$ cat src/rtl/burst_col_pkg.sv
package burst_col_pkg;
  typedef enum logic [2:0] {
    LEN_1    = 3'd0,
    LEN_2    = 3'd1,
    LEN_4    = 3'd2,
    LEN_8    = 3'd3,
    LEN_PAGE = 3'd7
  } len_code_e;

  typedef enum logic {
    ORD_SEQ = 1'b0,
    ORD_ILV = 1'b1
  } wrap_ord_e;
endpackage

$ cat src/rtl/burst_cfg_dec.sv
module burst_cfg_dec
  import burst_col_pkg::*;
#(
  parameter int COL_W = 8
) (
  input  logic [2:0]       len_code_i,
  output logic [COL_W-1:0] mask_o,
  output logic             page_o
);
  always_comb begin
    page_o = (len_code_i == LEN_PAGE);
    unique case (len_code_i)
      LEN_1:    mask_o = '0;
      LEN_2:    mask_o = COL_W'(1);
      LEN_4:    mask_o = COL_W'(3);
      LEN_PAGE: mask_o = '1;
      default:  mask_o = COL_W'(7); // 8 and reserved codes
    endcase
  end
endmodule

$ cat src/rtl/burst_beat_ctr.sv
module burst_beat_ctr #(
  parameter int COL_W = 8
) (
  input  logic             clk_i,
  input  logic             rst_ni,
  input  logic             start_i,
  input  logic             stop_i,
  input  logic [COL_W-1:0] mask_i,
  input  logic             page_i,
  output logic             active_o,
  output logic [COL_W-1:0] beat_o,
  output logic             last_o
);
  logic             active_q;
  logic [COL_W-1:0] beat_q;

  assign last_o   = active_q && !page_i && (beat_q == mask_i);
  assign active_o = active_q;
  assign beat_o   = beat_q;

  always_ff @(posedge clk_i or negedge rst_ni) begin
    if (!rst_ni) begin
      active_q <= 1'b0;
      beat_q   <= '0;
    end else if (start_i) begin
      active_q <= 1'b1;
      beat_q   <= '0;
    end else if (active_q) begin
      if (stop_i || last_o) begin
        active_q <= 1'b0;
      end else begin
        beat_q <= beat_q + COL_W'(1); // full page wraps mod 2^COL_W
      end
    end
  end
endmodule

$ cat src/rtl/burst_addr_map.sv
module burst_addr_map #(
  parameter int COL_W = 8
) (
  input  logic [COL_W-1:0] base_i,
  input  logic [COL_W-1:0] beat_i,
  input  logic [COL_W-1:0] mask_i,
  input  logic             ilv_i,
  output logic [COL_W-1:0] col_o
);
  logic [COL_W-1:0] seq_col;
  logic [COL_W-1:0] ilv_col;

  assign seq_col = (base_i & ~mask_i) | ((base_i + beat_i) & mask_i);
  assign ilv_col = base_i ^ (beat_i & mask_i);
  assign col_o   = ilv_i ? ilv_col : seq_col;
endmodule

$ cat src/rtl/burst_col_gen.sv
module burst_col_gen
  import burst_col_pkg::*;
#(
  parameter int COL_W = 8
) (
  input  logic             clk_i,
  input  logic             rst_ni,
  input  logic             start_i,
  input  logic [COL_W-1:0] start_col_i,
  input  logic [2:0]       bl_i,
  input  logic             wrap_i,
  input  logic             stop_i,
  output logic [COL_W-1:0] col_o,
  output logic             valid_o,
  output logic             last_o
);
  logic [COL_W-1:0] dec_mask;
  logic             dec_page;
  logic [COL_W-1:0] base_q, mask_q;
  logic             page_q, ilv_q;
  logic [COL_W-1:0] beat;

  burst_cfg_dec #(.COL_W(COL_W)) u_dec (
    .len_code_i(bl_i),
    .mask_o    (dec_mask),
    .page_o    (dec_page)
  );

  // configuration is frozen at the start pulse
  always_ff @(posedge clk_i or negedge rst_ni) begin
    if (!rst_ni) begin
      base_q <= '0;
      mask_q <= '0;
      page_q <= 1'b0;
      ilv_q  <= 1'b0;
    end else if (start_i) begin
      base_q <= start_col_i;
      mask_q <= dec_mask;
      page_q <= dec_page;
      ilv_q  <= (wrap_i == ORD_ILV) && !dec_page;
    end
  end

  burst_beat_ctr #(.COL_W(COL_W)) u_ctr (
    .clk_i   (clk_i),
    .rst_ni  (rst_ni),
    .start_i (start_i),
    .stop_i  (stop_i),
    .mask_i  (mask_q),
    .page_i  (page_q),
    .active_o(valid_o),
    .beat_o  (beat),
    .last_o  (last_o)
  );

  burst_addr_map #(.COL_W(COL_W)) u_map (
    .base_i(base_q),
    .beat_i(beat),
    .mask_i(mask_q),
    .ilv_i (ilv_q),
    .col_o (col_o)
  );
endmodule

$ cat config.mk
export PLATFORM = sky130hd
export DESIGN_NAME = burst_col_gen
export DESIGN_NICKNAME = d
export VERILOG_FILES = /design/src/rtl/burst_col_pkg.sv /design/src/rtl/burst_cfg_dec.sv /design/src/rtl/burst_beat_ctr.sv /design/src/rtl/burst_addr_map.sv /design/src/rtl/burst_col_gen.sv
export SDC_FILE = /design/constraint.sdc
export NUM_CORES = 1
export LEC_CHECK = 0
export BUFFER_PORTS_ARGS = -buffer_cell sky130_fd_sc_hd__buf_2
export CAP_MARGIN = 20
export CORE_UTILIZATION = 23
export CTS_BUF_LIST = sky130_fd_sc_hd__clkbuf_8
export CTS_CLUSTER_DIAMETER = 50
export DETAILED_ROUTE_END_ITERATION = 6
export SYNTH_ARGS = -nofsm -noshare
export SYNTH_HDL_FRONTEND = slang
export SYNTH_SLANG_ARGS = --single-unit
$ cat constraint.sdc
create_clock -name clk_i -period 4.5 [get_ports clk_i]
set_clock_uncertainty 0.1 [all_clocks]
set_input_delay 0.225 -clock clk_i [delete_from_list [all_inputs] [get_ports clk_i]]
set_output_delay 0.225 -clock clk_i [all_outputs]
set_load 0.1 [all_outputs]
==> impl_metrics.yaml <==
layout:
  fillers: 700
  drive_gt1_share_pct: 19.9
  nNetsFinal: 230
  fin_util_pct: 28.5
  synthToLayoutAreaGrowth_pct: 17.3
  antenna_cells: 0
  multi_input_area_um2: 980
  final_area_um2: 1840
  seqCellArea_um2: 551
setup_path:
  start_kind: "flop"
  crit_required_ns: 4.18
  cpPeakStageDelay_ns: 0.45
  critPathBufInv: 2
  critical_path_class: "flop to primary output"
  cp_max_fo: 5
  arrival_ns: 2.57
  path_cells: "ha_1 -> inv_1 -> fa_1 -> nor2b_1 -> o21a_1 -> o21ai_0 -> and4b_1 -> nor3_1 -> buf_2"
  cp_top_family: "adder cells"
  worstSetupEndpointType: "primary output"
  crit_slowest_cell: "buf_2"
synth:
  synth_nets: 203
  synth_edf_count: 0
  synth-seq-cells: 22
  yosysSeqAreaShare_pct: 35.0
  ys.flop_type: "dfrtp_1"
  synth_async_sr_flop_share_pct: 100
  ys_warn_count: 0
  synth.avg_cell_area_um2: 9.24
  netlist_area_um2: 1570
  netlist_instances: 170
  synth_cell_types: 33
route:
  drt_iter0_drc: 91
  routed_wl_mm: 3.51
  drc: 1
  postRouteAntennaNets: 0
  drt_first_pass_iters: 6
  wl_per_cell_um: 12.9
  vias: 1261
  via_per_inst: 4.62
grt:
  grt_pass1_wl_mm: 6.17
  grt_use_total_pct: 10.6
  grt_max_degree: 28
  grt_pass1_vias: 1299
  grt_antenna_before_repair: 0
  grt_remaining_overflow: 0
power_and_ir_drop:
  leakage_uw: 0.000845
  fin_total_pwr_uw: 596
  ir_worst_vdd_mv: 0.127
  powerDensity_nw_per_um2: 323
place:
  gp_congestion: 0.750
  placed_area_um2: 1780
  hpwl_mm: 2.75
  port_buffers: 25
clock_tree:
  clock_sinks: 22
  clk_pin_slew_ns: 0.08
  post_cts_buffers: 0
  clock_path_buffers: 2
  cts_root_buf: "clkbuf_8"
  cts_tree: "yes"
  cts.htree.levels: 1
  cts_made_buffers: 3
  clk_latency_ns: 0.26
timing:
  layout_min_cycle_time_ns: 2.89
  worstMarginPinSlew_ns: 0.689
  drv_slew: 0
  finalCritPeriodShare_pct: 64.3
  hold_viol: 0
  tns_ns: 0
  fmax_mhz: 346
  whs_ns: 0.0778
  rsz0062_at_grt: "false"
  relSlewSlack_pct: 53.6
  setup_viol: 0
floorplan:
  die-area_um2: 7170
  core-area_um2: 6460
  fp.dieW_um: 84.7
  start_util_pct: 24.3
  die_y_um: 84.7
  io_pins: 26
  rows: 29
run_status:
  violations: "DRC"
  status: "finished with violations"
min_path:
  min_path_type: "input port to flop"
job:
  cap_violations: 0
[Yosys cell counts (all sizes together), types with 2 or more instances]
cell | n | area [um^2]
nand4 | 4 | 25.0
nand2 | 12 | 45.0
dfrtp | 22 | 551
nand3b | 4 | 30.0
clkbuf | 3 | 11.3
mux2i | 4 | 40.0
o21ai | 9 | 45.0
nor2b | 2 | 12.5
mux2 | 7 | 78.8
xor2 | 13 | 114
ha | 16 | 200
a22oi | 2 | 15.0
nor2 | 21 | 78.8
and3 | 2 | 12.5
inv | 6 | 22.5
nor3b | 2 | 15.0
nand3 | 6 | 30.0
xnor2 | 3 | 26.3
nor3 | 4 | 25.0
a21oi | 16 | 80.1
[metal layers]
metal / GRT usage (%) / share of wire (%)
met1: 14.9 / 50
met3: 1.38 / 2.7
met2: 17.0 / 45
met5: 0 / 0
met4: 3.39 / 1.5
[registers in the layout, summed over array words and instances (netlist names)]
| name | count |
|---|---|
| base_q | 8 |
| ilv_q | 1 |
| mask_q | 4 |
| u_ctr.beat_o | 8 |
| u_ctr.active_o | 1 |
[layout by cell type, fill, tap and decap left out, types with 4 or more instances in the layout]
cell type,Yosys,routed
ha_1,16,16
nand3b_1,4,4
a21oi_1,16,16
nand4_1,4,4
dfrtp_1,22,22
clkbuf_8,0,4
buf_2,0,25
o21ai_0,9,9
nor2_1,21,21
inv_1,6,6
nand3_1,6,6
mux2_2,7,7
nand2_1,12,12
xor2_1,13,13
mux2i_1,4,4
[final cells by class]
| type | instances | share of cell area (%) |
|---|---|---|
| multi-input cells | 137 | 53.2 |
| flip-flops and latches | 22 | 29.9 |
| repair buffers | 26 | 7.33 |
| well taps | 77 | 5.23 |
| clock buffers | 4 | 2.99 |
| inverters | 7 | 1.43 |
[power breakdown]
group | internal, uW | leakage [uW] | switching (uW) | total, uW
clock | 77.9 | 0.0000288 | 63.8 | 142
sequential | 210 | 0.000272 | 20.1 | 230
combinational | 55.2 | 0.000545 | 169 | 224
[cell families (layout without fill, tap and decap cells)]
group	after synthesis	after routing	synth area share (%)
compound gates	31	31	12.1
xor+xnor	16	16	8.92
fa+ha+maj	17	17	14.0
buf+inv	11	37	2.63
flops	22	22	35.0
mux	11	11	7.56
simple gates	62	62	19.7
[tightest hold or removal path, cell delays in order]
cell     delay, ns
buf_2         0.08
nand2_1       0.04
o21ai_0       0.06
[final timing paths]
path | from | endpoint | slack [ns] | cells past startpoint
max in group asynchronous | rst_ni | mask_q[1] | 3.59 | 2
setup reg to reg | mask_q[6] | u_ctr.beat_o[5] | 2.08 | 6
min in group asynchronous | rst_ni | u_ctr.active_o | 0.36 | 2
setup / recovery | u_ctr.beat_o[0] | col_o[6] | 1.61 | 9
hold reg to reg | base_q[6] | base_q[6] | 0.47 | 1
hold / removal | start_col_i[1] | base_q[1] | 0.08 | 3
[repair_timing]
| item | in CTS | in global routing |
|---|---|---|
| hold buffers | 1 | 0 |
| endpoints found under the hold margin | 22 | 0 |
| gates resized for setup | 0 | 0 |
[through the flow]
stage               worst slack (ns)  instances
floorplan                      0.597        170
global placement                1.95        268
detailed placement              1.91        268
CTS                             1.60        273
global route                    1.44        273
finish                          1.61        273
Power figures use the tool's default switching activity.
